File: config.mk
export PLATFORM = sky130hd
export DESIGN_NAME = flash_prog_seq
export DESIGN_NICKNAME = d
export VERILOG_FILES = /design/src/rtl/flash_prog_pkg.sv /design/src/rtl/flash_pgbuf.sv /design/src/rtl/flash_seg_map.sv /design/src/rtl/flash_prog_seq.sv
export SDC_FILE = /design/constraint.sdc
export NUM_CORES = 1
export LEC_CHECK = 0
export ABC_AREA = 1
export ABC_CLOCK_PERIOD_IN_PS = 3150
export CELL_PAD_IN_SITES_DETAIL_PLACEMENT = 0
export CELL_PAD_IN_SITES_GLOBAL_PLACEMENT = 2
export CORE_MARGIN = 2
export CORE_UTILIZATION = 31
export CTS_CLUSTER_SIZE = 30
export DETAILED_ROUTE_END_ITERATION = 8
export PLACE_DENSITY_LB_ADDON = 0.1
export SYNTH_ARGS = -nofsm -noshare
export SYNTH_HDL_FRONTEND = slang
export SYNTH_SLANG_ARGS = --single-unit
File: constraint.sdc
create_clock -name clk -period 3.15 [get_ports clk]
set_input_delay 0.315 -clock clk [delete_from_list [all_inputs] [get_ports clk]]
set_output_delay 0.315 -clock clk [all_outputs]
set_load 0.01 [all_outputs]
File: src/rtl/flash_prog_pkg.sv
package flash_prog_pkg;
  localparam int WORD_W     = 32;
  localparam int SEG_WORDS  = 2;
  localparam int PAGE_SEGS  = 4;
  localparam int PAGE_WORDS = SEG_WORDS * PAGE_SEGS;
  localparam int PAGE_BITS  = WORD_W * PAGE_WORDS;
  localparam int IDX_W      = $clog2(PAGE_WORDS);
  localparam int DW_W       = 2 * WORD_W;
endpackage

File: src/rtl/flash_pgbuf.sv
module flash_pgbuf
  import flash_prog_pkg::*;
#(
  parameter int AW = 5,
  localparam int PG_W = AW - IDX_W
) (
  input  logic                  clk,
  input  logic                  rst_n,
  input  logic                  clr,
  input  logic                  wr_en,
  input  logic [AW-1:0]         wr_addr,
  input  logic [DW_W-1:0]       wr_data,
  input  logic                  wr_dw,
  input  logic                  wr_space,
  output logic                  ilk,
  output logic [PG_W-1:0]       page,
  output logic                  space,
  output logic [PAGE_BITS-1:0]  data,
  output logic [PAGE_WORDS-1:0] wmask,
  output logic                  err
);
  logic [WORD_W-1:0] words [PAGE_WORDS];
  logic [IDX_W-1:0]  idx;
  logic [PG_W-1:0]   pg;
  logic              off_page, misal;

  assign idx      = wr_addr[IDX_W-1:0];
  assign pg       = wr_addr[AW-1:IDX_W];
  assign off_page = ilk && ((pg != page) || (wr_space != space));
  assign misal    = wr_dw && idx[0];

  always_ff @(posedge clk) begin
    if (!rst_n || clr) begin
      ilk   <= 1'b0;
      page  <= '0;
      space <= 1'b0;
      wmask <= '0;
      err   <= 1'b0;
      for (int w = 0; w < PAGE_WORDS; w++) words[w] <= '1;
    end else if (wr_en) begin
      if (!ilk) begin
        ilk   <= 1'b1;
        page  <= pg;
        space <= wr_space;
      end
      if (off_page || misal) begin
        err <= 1'b1;
      end else begin
        for (int w = 0; w < PAGE_WORDS; w++) begin
          if (IDX_W'(w) == idx) begin
            words[w] <= wr_data[WORD_W-1:0];
            wmask[w] <= 1'b1;
          end
          if (wr_dw && IDX_W'(w) == {idx[IDX_W-1:1], 1'b1}) begin
            words[w] <= wr_data[DW_W-1:WORD_W];
            wmask[w] <= 1'b1;
          end
        end
      end
    end
  end

  for (genvar g = 0; g < PAGE_WORDS; g++) begin : g_flat
    assign data[g*WORD_W +: WORD_W] = words[g];
  end
endmodule

File: src/rtl/flash_seg_map.sv
module flash_seg_map
  import flash_prog_pkg::*;
#(
  parameter int NPG = 8,
  localparam int SEL_W = $clog2(NPG)
) (
  input  logic                  clk,
  input  logic                  rst_n,
  input  logic [PAGE_WORDS-1:0] wmask,
  input  logic [SEL_W-1:0]      sel,
  input  logic                  commit,
  output logic [PAGE_SEGS-1:0]  touched,
  output logic                  rule_ok
);
  logic [PAGE_SEGS-1:0] prog [NPG];
  logic [PAGE_SEGS-1:0] full;

  for (genvar s = 0; s < PAGE_SEGS; s++) begin : g_seg
    assign touched[s] = |wmask[s*SEG_WORDS +: SEG_WORDS];
    assign full[s]    = &wmask[s*SEG_WORDS +: SEG_WORDS];
  end

  assign rule_ok = (touched != '0) && (touched == full) &&
                   ((touched & prog[sel]) == '0);

  always_ff @(posedge clk) begin
    if (!rst_n) begin
      for (int p = 0; p < NPG; p++) prog[p] <= '0;
    end else if (commit) begin
      prog[sel] <= prog[sel] | touched;
    end
  end
endmodule

File: src/rtl/flash_prog_seq.sv
module flash_prog_seq
  import flash_prog_pkg::*;
#(
  parameter int AW = 5,
  localparam int PG_W = AW - IDX_W,
  localparam int NPG  = 2 << PG_W
) (
  input  logic                  clk,
  input  logic                  rst_n,
  input  logic                  ctl_wr,
  input  logic                  ctl_pgm,
  input  logic                  ctl_ehv,
  output logic                  st_pgm,
  output logic                  st_ehv,
  output logic                  st_done,
  output logic                  st_pass,
  output logic                  st_shadow,
  input  logic                  wr_valid,
  output logic                  wr_ready,
  input  logic [AW-1:0]         wr_addr,
  input  logic [DW_W-1:0]       wr_data,
  input  logic                  wr_dw,
  input  logic                  wr_shadow,
  output logic                  arr_start,
  output logic [PG_W-1:0]       arr_page,
  output logic                  arr_shadow,
  output logic [PAGE_BITS-1:0]  arr_data,
  output logic [PAGE_SEGS-1:0]  arr_seg_mask,
  input  logic                  arr_done
);
  logic busy, ilk, err, rule_ok, buf_clr, commit, wr_acc;
  logic [PG_W-1:0]       page;
  logic                  space;
  logic [PAGE_WORDS-1:0] wmask;

  assign wr_ready = !busy;
  assign wr_acc   = wr_valid && wr_ready && st_pgm && !st_ehv;
  assign commit   = busy && arr_done;
  assign buf_clr  = ctl_wr && (st_ehv ? (!ctl_ehv && !busy) : (ctl_pgm != st_pgm));

  flash_pgbuf #(.AW(AW)) u_buf (
    .clk, .rst_n, .clr(buf_clr), .wr_en(wr_acc), .wr_addr, .wr_data, .wr_dw,
    .wr_space(wr_shadow), .ilk, .page, .space, .data(arr_data), .wmask, .err
  );

  flash_seg_map #(.NPG(NPG)) u_map (
    .clk, .rst_n, .wmask, .sel({space, page}), .commit,
    .touched(arr_seg_mask), .rule_ok
  );

  assign arr_page   = page;
  assign arr_shadow = space;
  assign st_shadow  = space;

  always_ff @(posedge clk) begin
    if (!rst_n) begin
      st_pgm    <= 1'b0;
      st_ehv    <= 1'b0;
      st_done   <= 1'b0;
      st_pass   <= 1'b0;
      busy      <= 1'b0;
      arr_start <= 1'b0;
    end else begin
      arr_start <= 1'b0;
      if (commit) begin
        busy    <= 1'b0;
        st_done <= 1'b1;
        st_pass <= 1'b1;
      end
      if (ctl_wr) begin
        if (!st_ehv) begin
          if (ctl_pgm != st_pgm) begin
            st_pgm <= ctl_pgm;
          end else if (ctl_ehv && st_pgm && ilk) begin
            st_ehv <= 1'b1;
            if (rule_ok && !err) begin
              arr_start <= 1'b1;
              busy      <= 1'b1;
            end else begin
              st_done <= 1'b1;
              st_pass <= 1'b0;
            end
          end
        end else if (!ctl_ehv && !busy) begin
          st_ehv  <= 1'b0;
          st_done <= 1'b0;
          st_pass <= 1'b0;
        end
      end
    end
  end
endmodule

== Word level (Yosys, flattened, before mapping) ==
Memories as Yosys holds them, arrays and structs flattened. A register that Yosys moved wholly into a read port is not among the register bits.
Cells that the tools add are included.

* Equal/unequal tests: 14
* Mux-type cells: 117
* Bitwise gates (word level): 20
* Reduce and logical (&&, ||, !) cells: 54

{| class="wikitable"
|+ Operators by type and width
! kind !! count
|-
| $mux W32 || 12
|-
| $mux W1 || 101
|-
| $reduce_and A3 Y1 || 9
|-
| $logic_and A1 B1 Y1 || 17
|-
| $eq A3 B3 Y1 const A || 4
|-
| $or A1 B1 Y1 || 12
|-
| $reduce_and A2 Y1 || 6
|-
| $mux W3 || 3
|-
| $reduce_bool A2 Y1 || 4
|-
| $reduce_or A2 Y1 || 4
|-
| $eq A2 B3 Y1 const A || 2
|-
| $not A1 Y1 || 6
|-
| $logic_not A1 Y1 || 5
|-
| $reduce_or A5 Y1 || 1
|-
| $and A4 B4 Y4 || 1
|-
| $eq A2 B2 Y1 const A || 2
|-
| $eq A4 B4 Y1 || 1
|-
| $logic_not A4 Y1 || 1
|-
| $mux W4 || 1
|-
| $or A4 B4 Y4 || 1
|-
| $reduce_bool A4 Y1 || 1
|-
| $reduce_or A4 Y1 || 1
|-
| $eq A1 B3 Y1 const A || 1
|-
| $logic_not A3 Y1 || 1
|-
| 5 further kinds || 8
|}

* Register bits: 19
* Bits in writable memories: 288
* Input port bits: 78
* Memories: 2

{| class="wikitable"
|+ Memory list
! name !! depth !! width !! read ports !! clocked after memory_dff !! wr ports !! RTL line !! RTL
|-
| u_buf.words || 8 || 32 || 8 || 0 || 8 || flash_pgbuf.sv:22 || <nowiki>logic [WORD_W-1:0] words [PAGE_WORDS];</nowiki>
|-
| u_map.prog || 8 || 4 || 1 || 1 || 8 || flash_seg_map.sv:15 || <nowiki>logic [PAGE_SEGS-1:0] prog [NPG];</nowiki>
|}

== Logic depth before layout (Yosys ltp) ==
Gate-level depths: netlist of run 1.

* Depth after elaboration: 10
* Gate-level depth with buffers: 15
* Mapped depth without buffers: 13

== Cells and area by module ==
A second synthesis of run 1 with hierarchy kept.

* Cells, all modules: 1,208
* Area total of the unflattened synthesis: 13,265.2 um2

{| class="wikitable"
|+ Modules (own cells, without submodules)
! module !! times used !! cells each !! area an instance (um2)
|-
| flash_pgbuf || 1 || 940 || 11,155.7
|-
| flash_seg_map || 1 || 218 || 1,793.0
|-
| flash_prog_seq || 1 || 50 || 316.6
|}

== Least setup slack after synthesis of run 1 ==
Ideal clock, no wire load.

* Path kind: register to register
* Start point: register u_buf.space
* End point: memory u_buf.words[5][0], in the netlist u_buf.words[1][32], enable pin
* Setup time: 0.561 ns
* Data arrival time: 2.013 ns
* Required time: 2.589 ns
* Setup slack: 0.576 ns
* Stages on the path, launching flop included: 9
* Buffers on the path: 1
* Clock period less this slack: 2.574 ns
* Path through: dfxtp_1 -> xnor2_1 -> nand3_1 -> nand2_2 -> nand2_4 -> inv_2 -> nand2_2 -> buf_2 -> nand3_1

{| class="wikitable"
|+ RTL lines
! item !! RTL line !! RTL
|-
| from (decl) || flash_pgbuf.sv:17 || <nowiki>output logic space,</nowiki>
|-
| from (signal assigned) || flash_pgbuf.sv:44 || <nowiki>space <= wr_space;</nowiki>
|-
| to (decl) || flash_pgbuf.sv:22 ||
|}

==> results.yml, run 1 <==
status:
  status: "finished, final reports clean"
layout:
  design_area_sq_um: 18110
  drive_gt1_share_pct: 9.362
  nNetsFinal: 1495
  syn2layout_area_growth_pct: 44.30
  fin_cells: 1969
power_and_ir_drop:
  p_leak_nw: 6.168
  switching_share_pct: 22.76
  seq_power_share_pct: 48.4
  p_int_w: 0.007393
  vdd_drop_max_mv: 0.3349
  combPwrFrac_pct: 7.9
  clock_power_share_pct: 43.7
  switching_power_w: 0.002179
  power.density_nw_per_um2: 528.4
timing:
  period_minus_slack_ps: 2362
  rsz0062_at_grt: "false"
  max_freq_mhz: 423.4
  setup_tns_ps: 0
  hold_viol_final: 0
  whs_ps: 402.2
  setup_viol: 0
  finClkSkew_ps: 13.03
  slew_violations: 0
  worst_slew_pin_slew_ps: 541.9
  layout_setup_ws_ps: 788.0
  relSlewSlack_pct: 63.83
  period_share_pct: 74.98
synth:
  ys_warn_count: 0
  netlist_area_sq_um: 12550
  synth_ff_type: "edfxtp_1"
  post-synth-top-area-cell: "edfxtp_1"
  synth_fp_nets: 1113
  synthCells: 1031
  ys_types: 30
  synth_seq_cells: 310
  synth-async-reset-ratio_pct: 0
  netlist_top_cells_count: "edfxtp_1 (288), nand2_1 (216), inv_1 (146)"
  yosys-top-cells-area: "edfxtp_1 (69%), nand2_1 (6.5%), a22oi_1 (4.8%)"
  synth.most_common_cell: "edfxtp_1"
  synth_edf_count: 288
  avgSynthCellArea_sq_um: 12.18
  ys_seq_area_share_pct: 72.40
  synth_top_area_share_pct: 68.89
clocking:
  cts_buffer_depth: 3
  htreeDepth: 2
  clk_pin_slew_ps: 60
  clock_latency_ps: 530
  ctsHoldBuffers: 0
  post_cts_buffers: 0
  cts_tree: "done"
  numCtsBuffers: 37
  cts_root_buf: "clkbuf_16"
  ctsResizeCount: 0
  clkSinkCount: 310
setup_path:
  path_cells: "nand2_1 -> nor3_2 -> nand3_1 -> nor4_4 -> buf_4 -> a22oi_1"
  slowest_stage: "dfxtp_1"
  ff2ff_path_depth: 6
  reg2reg_slack_ps: 790
  critPathArrivalTime_ps: 2600
  worstPathMaxFanout: 32
  r2r-end: "u_buf.words[0][59]"
  crit_path_start_kind: "flip-flop"
  crit_family: "simple AND/OR/NAND/NOR gates"
  cp_slowest_stage_delay_ps: 410
  end_kind: "flip-flop"
  path_class: "reg2reg"
  required_ps: 3380
  rr_startpoint: "st_pgm"
  path_buf_inv: 1
floorplan:
  rows: 73
  start_util_pct: 31.52
  io_pins: 348
  die_height_um: 205.2
  die_width_um: 205.2
  core_sq_um: 39820
  die_area_sq_um: 42120
grt:
  track_usage_pct: 20.77
  grt_pass1_wl_mm: 63.29
  grt_overflow: 0
  antenna_found_initial: 1
  grt_max_degree: 33
  grt_pass1_vias: 9393
routing:
  routed_wirelength_mm: 44.05
  vias: 9309
  drtPass1Iterations: 6
  viasPerCell: 4.728
  post-route-drc-count: 0
  drtIter0Drc: 568
  routedWlPerCell_um: 22.37
  antenna_left: 0
min_path:
  holdPathEnd: "busy"
  whs_path_depth: 2
  hp-start: "arr_done"
  hold_path_class: "in2reg"
placed_design:
  place_area_sq_um: 16930
  portBuffers: 347
  hpwlAfterDp_mm: 31.18
  place_inst: 1899
  post-place-ws_ps: 420.6
  routabilityCongestion: 0.7794
flow_run:
  drv_cap: 0
[layer usage]
metal | track usage (%) | vias up | routed length [um]
met4 | 5.910 | 0 | 1117
met5 | 0 | - | 0
met3 | 5.496 | 54 | 3543
li1 | - | 4352 | -
met2 | 33.19 | 352 | 20340
met1 | 27.83 | 4551 | 19050
[placed cells by master, fill, tap and decap left out, types with 17 or more instances in the layout]
| cell | n |
|---|---|
| clkdlybuf4s50_1 | 347 |
| clkbuf_16 | 39 |
| a22oi_1 | 80 |
| dfxtp_1 | 22 |
| nor2_1 | 54 |
| nand2_1 | 209 |
| nand3_1 | 31 |
| a21oi_1 | 47 |
| edfxtp_1 | 288 |
| inv_1 | 146 |
| buf_4 | 36 |
| nor3_1 | 33 |
| o22ai_1 | 17 |
[sequential cells by signal, indices dropped and copies added (netlist names), named ones only]
signal and cells:
u_buf.page 2, st_ehv 1, st_pass 1, st_done 1, arr_start 1, u_buf.words 256
u_buf.ilk 1, u_map.prog 32, st_pgm 1, u_buf.space 1, busy 1, u_buf.wmask 8
u_buf.err 1
[power by group through the flow]
| stage | clock network (W) | logic [W] | registers [W] |
|---|---|---|---|
| after floorplan | 0 | 0.000271 | 0.00475 |
| after global placement | 0 | 0.000767 | 0.00472 |
| after detailed placement | 0 | 0.000770 | 0.00472 |
| after CTS | 0.00428 | 0.000772 | 0.00463 |
| after global routing | 0.00445 | 0.000822 | 0.00463 |
| final | 0.00418 | 0.000760 | 0.00463 |
[metrics by stage]
step,power [W],utilization (%)
finish,0.009572,45.49
global route,0.009904,45.48
detailed placement,0.005486,42.50
global placement,0.005482,42.50
floorplan,0.005019,-
CTS,0.009680,45.48
[logic make-up after synthesis]
family / synth area share, %
buf+inv: 6.488
simple gates: 12.66
xor+xnor: 0.2093
compound gates: 7.844
flops: 72.40
fa+ha+maj: 0.3987
[final cells by class]
type / instances / area, sq um
Timing Repair Buffer: 391 / 3904
Clock buffer: 46 / 1002
Clock inverter: 22 / 182.7
Fill cell: 3741 / 21710
Tap cell: 525 / 656.9
Antenna cell: 2 / 5.005
Inverter: 150 / 563.0
Sequential cell: 310 / 9089
Multi-Input combinational cell: 523 / 2713
[worst max-delay path by stage]
stage	from	end	slack [ps]	cells after the start
finish	st_pgm	u_buf.words[0][59]	790	6
global route	st_pgm	u_buf.words[0][62]	550	6
CTS	st_pgm	u_buf.words[0][62]	770	6
detailed placement	wr_valid	u_buf.words[0][62]	420	7
global placement	wr_valid	u_buf.words[0][54]	460	8
floorplan	u_buf.space	u_buf.words[1][32]	580	8
Note: power is estimated with default switching activity, not from simulation.
==> inputs of run 2 (changes only) <==
--- a/config.mk
+++ b/config.mk
@@ -6,11 +6,11 @@
 export NUM_CORES = 1
 export LEC_CHECK = 0
 export ABC_AREA = 1
-export ABC_CLOCK_PERIOD_IN_PS = 3150
+export ABC_CLOCK_PERIOD_IN_PS = 2000
 export CELL_PAD_IN_SITES_DETAIL_PLACEMENT = 0
 export CELL_PAD_IN_SITES_GLOBAL_PLACEMENT = 2
 export CORE_MARGIN = 2
-export CORE_UTILIZATION = 31
+export CORE_UTILIZATION = 28
 export CTS_CLUSTER_SIZE = 30
 export DETAILED_ROUTE_END_ITERATION = 8
 export PLACE_DENSITY_LB_ADDON = 0.1
==> constraint.sdc (replaced) <==
create_clock -name clk -period 2 [get_ports clk]
set_input_delay 0.2 -clock clk [delete_from_list [all_inputs] [get_ports clk]]
set_output_delay 0.2 -clock clk [all_outputs]
set_load 0.01 [all_outputs]
==> run 2 against run 1 <==
Effect of this change:
- utilization is 0.50 points lower
- the flow now finishes with violations (negative setup slack)
- worst setup slack worse by 850 ps
- fmax is 15% higher
- non-clock buffer count is 116 higher
- routed wire length is 10% higher
- clock skew is 4.6 ps higher
- largest power group unchanged
- highest routed layer is now met5
- first-iteration DRC count is 29% higher
- combinational power is 100% higher
- sequential cell count stayed put
- critical path depth is 5 higher
- critical endpoint is now u_buf.words[0][117]
- hold slack worse by 120 ps
- final area is 9.8% higher
==> results.yml, run 2 (synthesis results as in run 1) <==
layout:
  nNetsFinal: 1610
  biggestRegsByFlops: "u_buf.words x256, u_map.prog x32, u_buf.wmask x8"
  final_cell_mix: "clkdlybuf4s50_1 (343), edfxtp_1 (288), nand2_1 (206)"
  final_common_cell: "clkdlybuf4s50_1"
  drive_gt1_share_pct: 19.63
  largest_reg_flops: 256
  syn2layout_area_growth_pct: 58.48
  regMostFlops: "u_buf.words"
  utilization_pct: 44.99
power_and_ir_drop:
  p_int_w: 0.01165
  clock_power_share_pct: 41.9
  p_leak_nw: 6.959
  seq_power_share_pct: 47.9
  switching_share_pct: 23.44
  switching_power_w: 0.003566
  combPwrFrac_pct: 10.2
  power.density_nw_per_um2: 764.8
  vdd_drop_max_mv: 0.4390
setup_path:
  critPathArrivalTime_ps: 2340
  startpoint: "st_pgm"
  worstPathMaxFanout: 5
  crit_family: "simple AND/OR/NAND/NOR gates"
  slowest_stage: "dfxtp_2"
  path_cells: "nand2_2 -> nor3_4 -> buf_6 -> buf_6 -> nand3_4 -> nor2_4 -> nand2_2 -> nor2_4 -> buf_12 -> clkbuf_16 -> a22oi_1"
  rr_startpoint: "st_pgm"
  ff2ff_path_depth: 11
  reg2reg_slack_ps: -60
  r2r-end: "u_buf.words[0][117]"
  end_kind: "flip-flop"
  cp_slowest_stage_delay_ps: 350
  required_ps: 2280
  path_buf_inv: 4
  crit_path_start_kind: "flip-flop"
  path_class: "reg2reg"
min_path:
  hp-start: "arr_done"
  whs_path_depth: 2
  hold_path_class: "in2reg"
  holdPathEnd: "busy"
routing:
  antenna_left: 0
  post-route-drc-count: 0
  viasPerCell: 4.587
  vias: 9835
  wl_met2_mm: 23.51
  routed_wirelength_mm: 48.54
  dr_wl_met3_mm: 3.431
  routedWlPerCell_um: 22.64
  highest_layer: "met5"
  drtPass1Iterations: 5
  wl_met1_mm: 20.55
  drtIter0Drc: 730
grt:
  grt_pass1_wl_mm: 66.45
  grt_pass1_vias: 9703
  track_usage_pct: 19.56
  antenna_found_initial: 7
  grt_overflow: 0
  grt_max_degree: 31
timing:
  slew_violations: 0
  setup_viol: 88
  rsz0062_at_grt: "true"
  max_freq_mhz: 486.1
  relSlewSlack_pct: 72.10
  hold_viol_final: 0
  finClkSkew_ps: 17.64
  period_minus_slack_ps: 2057
  period_share_pct: 102.9
  worst_slew_pin_slew_ps: 418.5
  setup_tns_ps: -2432
  layout_setup_ws_ps: -57.33
floorplan:
  die_area_sq_um: 46540
  die_width_um: 215.7
  io_pins: 348
  die_height_um: 215.7
  rows: 77
  core_sq_um: 44220
  start_util_pct: 28.39
status:
  status: "complete, but fails checks"
  failed_checks: "negative setup slack"
clocking:
  cts_root_buf: "clkbuf_16"
  clock_latency_ps: 550
  clkSinkCount: 310
  htreeDepth: 2
  cts_tree: "done"
  clk_pin_slew_ps: 60
  cts_buffer_depth: 3
  ctsHoldBuffers: 0
  numCtsBuffers: 36
flow_run:
  drv_cap: 0
placed_design:
  routabilityCongestion: 0.7829
  hpwlAfterDp_mm: 33.81
  portBuffers: 347
-- run 2: timing repair --
item / CTS / global route
endpoints found under the setup margin: 303 / 469
endpoints found under the hold margin: 0 / 0
pin swaps: 5 / 18
cloned: 2 / 18
buffers inserted: 12 / 13
resized for setup: 18 / 75
-- run 2: final cells by class --
class | count | area [sq um]
fillers | 4132 | 24330
flip-flops and latches | 310 | 9097
repair buffers | 507 | 5433
multi-input cells | 523 | 2942
clock buffers | 45 | 977.2
well taps | 592 | 740.7
inverters | 150 | 569.3
clock inverters | 14 | 127.6
diodes | 3 | 7.507
-- run 2: stage by stage --
step | cells | hold WS, ps | instance area, sq um | worst slack, ps | total power [W]
finish | 2144 | 278.8 | 19890 | -57.33 | 0.01522
global route | 2143 | 296.5 | 19890 | -162.8 | 0.01570
CTS | 2114 | 259.0 | 19140 | -20.98 | 0.01522
detailed placement | 2041 | 456.9 | 17840 | -439.9 | 0.008802
global placement | 2041 | 453.6 | 17840 | -444.8 | 0.008802
floorplan | 1031 | 313.8 | 12590 | -173.3 | 0.007907
-- run 2: power groups by stage --
| stage | logic (W) | registers [W] | clock network [W] |
|---|---|---|---|
| finish | 0.00154 | 0.00729 | 0.00638 |
| global placement | 0.00138 | 0.00742 | 0 |
| global route | 0.00165 | 0.00730 | 0.00675 |
| floorplan | 0.000437 | 0.00747 | 0 |
| CTS | 0.00143 | 0.00729 | 0.00650 |
| detailed placement | 0.00138 | 0.00742 | 0 |
-- run 2: worst max-delay path by stage --
stage	end	slack, ps	depth (start not counted)
finish	u_buf.words[0][117]	-60	11
global route	u_buf.words[0][44]	-160	12
CTS	u_buf.words[0][6]	-20	8
detailed placement	u_buf.words[0][50]	-440	8
global placement	u_buf.words[0][112]	-440	10
floorplan	u_buf.words[1][32]	-170	8
-- run 2: worst register-to-register path, delay by kind of cell (launching register included) --
kind / cells / cell delay, ps
and+or+nand+nor: 6 / 790
DFF: 1 / 350
AOI/OAI and AO/OA: 1 / 70
buffers and inverters: 4 / 590
-- run 2: routing by layer --
metal | global-route usage [%] | vias to the layer above
met1 | 25.45 | 4811
met3 | 5.440 | 62
met4 | 5.379 | 8
met2 | 31.97 | 374
li1 | - | 4580
met5 | 0 | -
==> inputs of run 3 (changes only) <==
--- a/config.mk
+++ b/config.mk
@@ -10,10 +10,12 @@
 export CELL_PAD_IN_SITES_DETAIL_PLACEMENT = 0
 export CELL_PAD_IN_SITES_GLOBAL_PLACEMENT = 2
 export CORE_MARGIN = 2
-export CORE_UTILIZATION = 28
+export CORE_UTILIZATION = 29
+export CTS_BUF_LIST = sky130_fd_sc_hd__clkbuf_2
 export CTS_CLUSTER_SIZE = 30
 export DETAILED_ROUTE_END_ITERATION = 8
 export PLACE_DENSITY_LB_ADDON = 0.1
+export SLEW_MARGIN = 40
 export SYNTH_ARGS = -nofsm -noshare
 export SYNTH_HDL_FRONTEND = slang
 export SYNTH_SLANG_ARGS = --single-unit
==> run 3 against run 2 <==
Effect of this change:
- the run still ends with negative setup slack left
- clock-buffer cell count up 82
- clock skew grew 67 ps
- hold slack got worse by 180 ps
- register-to-register slack lost 40 ps
- first-iteration DRC count decreased by 16%
- total power fell by 10%
- global-route usage grew 1.8 points
- sequential share of layout area decreased by 0.86 points
- critical endpoint is now u_buf.words[0][45]
- largest cell class unchanged
- highest routed layer unchanged
==> results.yml, run 3 (synthesis results as in run 1) <==
status:
  status: "complete, but fails checks"
  failed_checks: "negative setup slack"
layout:
  final_common_cell: "edfxtp_1"
  final_cell_mix: "edfxtp_1 (288), nand2_1 (206), dlygate4sd2_1 (202)"
  biggestRegsByFlops: "u_buf.words x256, u_map.prog x32, u_buf.wmask x8"
  nNetsFinal: 1744
  regMostFlops: "u_buf.words"
  design_area_sq_um: 20280
  syn2layout_area_growth_pct: 61.57
  largest_reg_flops: 256
  drive_gt1_share_pct: 26.43
  utilization_pct: 47.29
floorplan:
  die_height_um: 212.1
  core_sq_um: 42890
  rows: 76
  start_util_pct: 29.27
  die_area_sq_um: 44970
  io_pins: 348
  die_width_um: 212.1
setup_path:
  critPathArrivalTime_ps: 2750
  crit_path_frequent_cell: "buf_6"
  end_kind: "flip-flop"
  required_ps: 2650
  path_cells: "nand2_2 -> nor3_4 -> buf_6 -> nand3_4 -> buf_6 -> nor4_4 -> a21oi_2 -> nand2_2 -> buf_6 -> buf_12"
  cp_slowest_stage_delay_ps: 360
  slowest_stage: "dfxtp_2"
  worstPathMaxFanout: 6
  path_class: "reg2reg"
  crit_path_start_kind: "flip-flop"
clocking:
  clock_latency_ps: 1000
  numCtsBuffers: 85
  cts_tree: "done"
  clk_pin_slew_ps: 100
  cts_root_buf: "clkbuf_2"
  clkSinkCount: 310
  cts_buffer_depth: 3
  htreeDepth: 3
timing:
  hold_viol_final: 0
  period_minus_slack_ps: 2100
  setup_viol: 132
  slew_violations: 0
  finClkSkew_ps: 84.17
  rsz0062_at_grt: "true"
  period_share_pct: 105.0
  relSlewSlack_pct: 71.75
  worst_slew_pin_slew_ps: 423.8
  max_freq_mhz: 476.2
  setup_tns_ps: -4105
  layout_setup_ws_ps: -99.91
flow_run:
  drv_cap: 0
grt:
  grt_pass1_wl_mm: 69.23
  met1_usage_pct: 26.83
  track_usage_pct: 21.37
  use_met3_pct: 6.352
  grt_overflow: 0
  grt_busiest_layer: "met2"
  grt_pass1_vias: 10676
  antenna_found_initial: 2
  met2_usage_pct: 34.93
  grt_max_degree: 33
routing:
  routedWlPerCell_um: 21.32
  routed_wirelength_mm: 49.26
  drtPass1Iterations: 5
  drtIter0Drc: 611
  antenna_left: 0
  post-route-drc-count: 0
  viasPerCell: 4.553
  vias: 10522
placed_design:
  hpwlAfterDp_mm: 33.21
  portBuffers: 347
  post-place-ws_ps: -489.9
  routabilityCongestion: 0.7802
  place_area_sq_um: 17830
power_and_ir_drop:
  power.density_nw_per_um2: 672.8
  p_leak_nw: 7.029
  vdd_drop_max_mv: 0.3408
min_path:
  hold_path_class: "in2reg"
==> run 3: per-layer routing <==
layer	up-vias	routed length (um)
li1	4901	-
met1	5117	20320
met2	418	23560
met3	84	4137
met4	2	1240
met5	-	10
==> run 3: cell type report <==
class                      instances  area (sq um)
fill                            4093         22600
sequential                       310          9100
timing repair buffer             592          6021
multi-input combinational        523          3047
tap                              585         732.0
clock buffer                     127         635.6
inverter                         150         590.6
clock inverter                    23         153.9
antenna                            1         2.502
==> run 3: where the power goes <==
group	total [W]	switching (W)	internal, W	leakage, nW
Clock	0.00472	0.00277	0.00194	0.591
Sequential	0.00727	0.0000403	0.00723	2.45
Combinational	0.00166	0.000897	0.000764	3.99
==> run 3: worst max-delay path: cells and delay by family, from the launching register on <==
kind	cells	cell delay (ps)
buffers and inverters	4	570
AOI/OAI and AO/OA	1	70
and+or+nand+nor	5	820
DFF	1	360
==> run 3: timing repair <==
item / CTS / global route
hold buffers: 69 / 0
resized for setup: 456 / 81
pin swaps: 16 / 17
endpoints found under the setup margin: 615 / 468
cloned: 11 / 7
hold endpoints to repair: 187 / 0
setup buffers: 27 / 7
==> run 3: through the flow <==
| stage | instances | hold WS, ps | power, W |
|---|---|---|---|
| after floorplan | 1031 | 313.8 | 0.007907 |
| after global placement | 2045 | 447.7 | 0.008804 |
| after detailed placement | 2045 | 455.2 | 0.008808 |
| after CTS | 2302 | 9.017 | 0.01382 |
| after global routing | 2311 | 68.68 | 0.01427 |
| final | 2311 | 99.48 | 0.01365 |
==> run 3: final timing paths <==
| path | startpoint | to | slack (ps) | cells past startpoint |
|---|---|---|---|---|
| min reg2reg | u_buf.err | u_buf.err | 470 | 2 |
| min | wr_data[30] | u_buf.words[1][94] | 100 | 4 |
| max | st_pgm | u_buf.words[0][45] | -100 | 10 |
| max reg2reg | st_pgm | u_buf.words[0][45] | -100 | 10 |
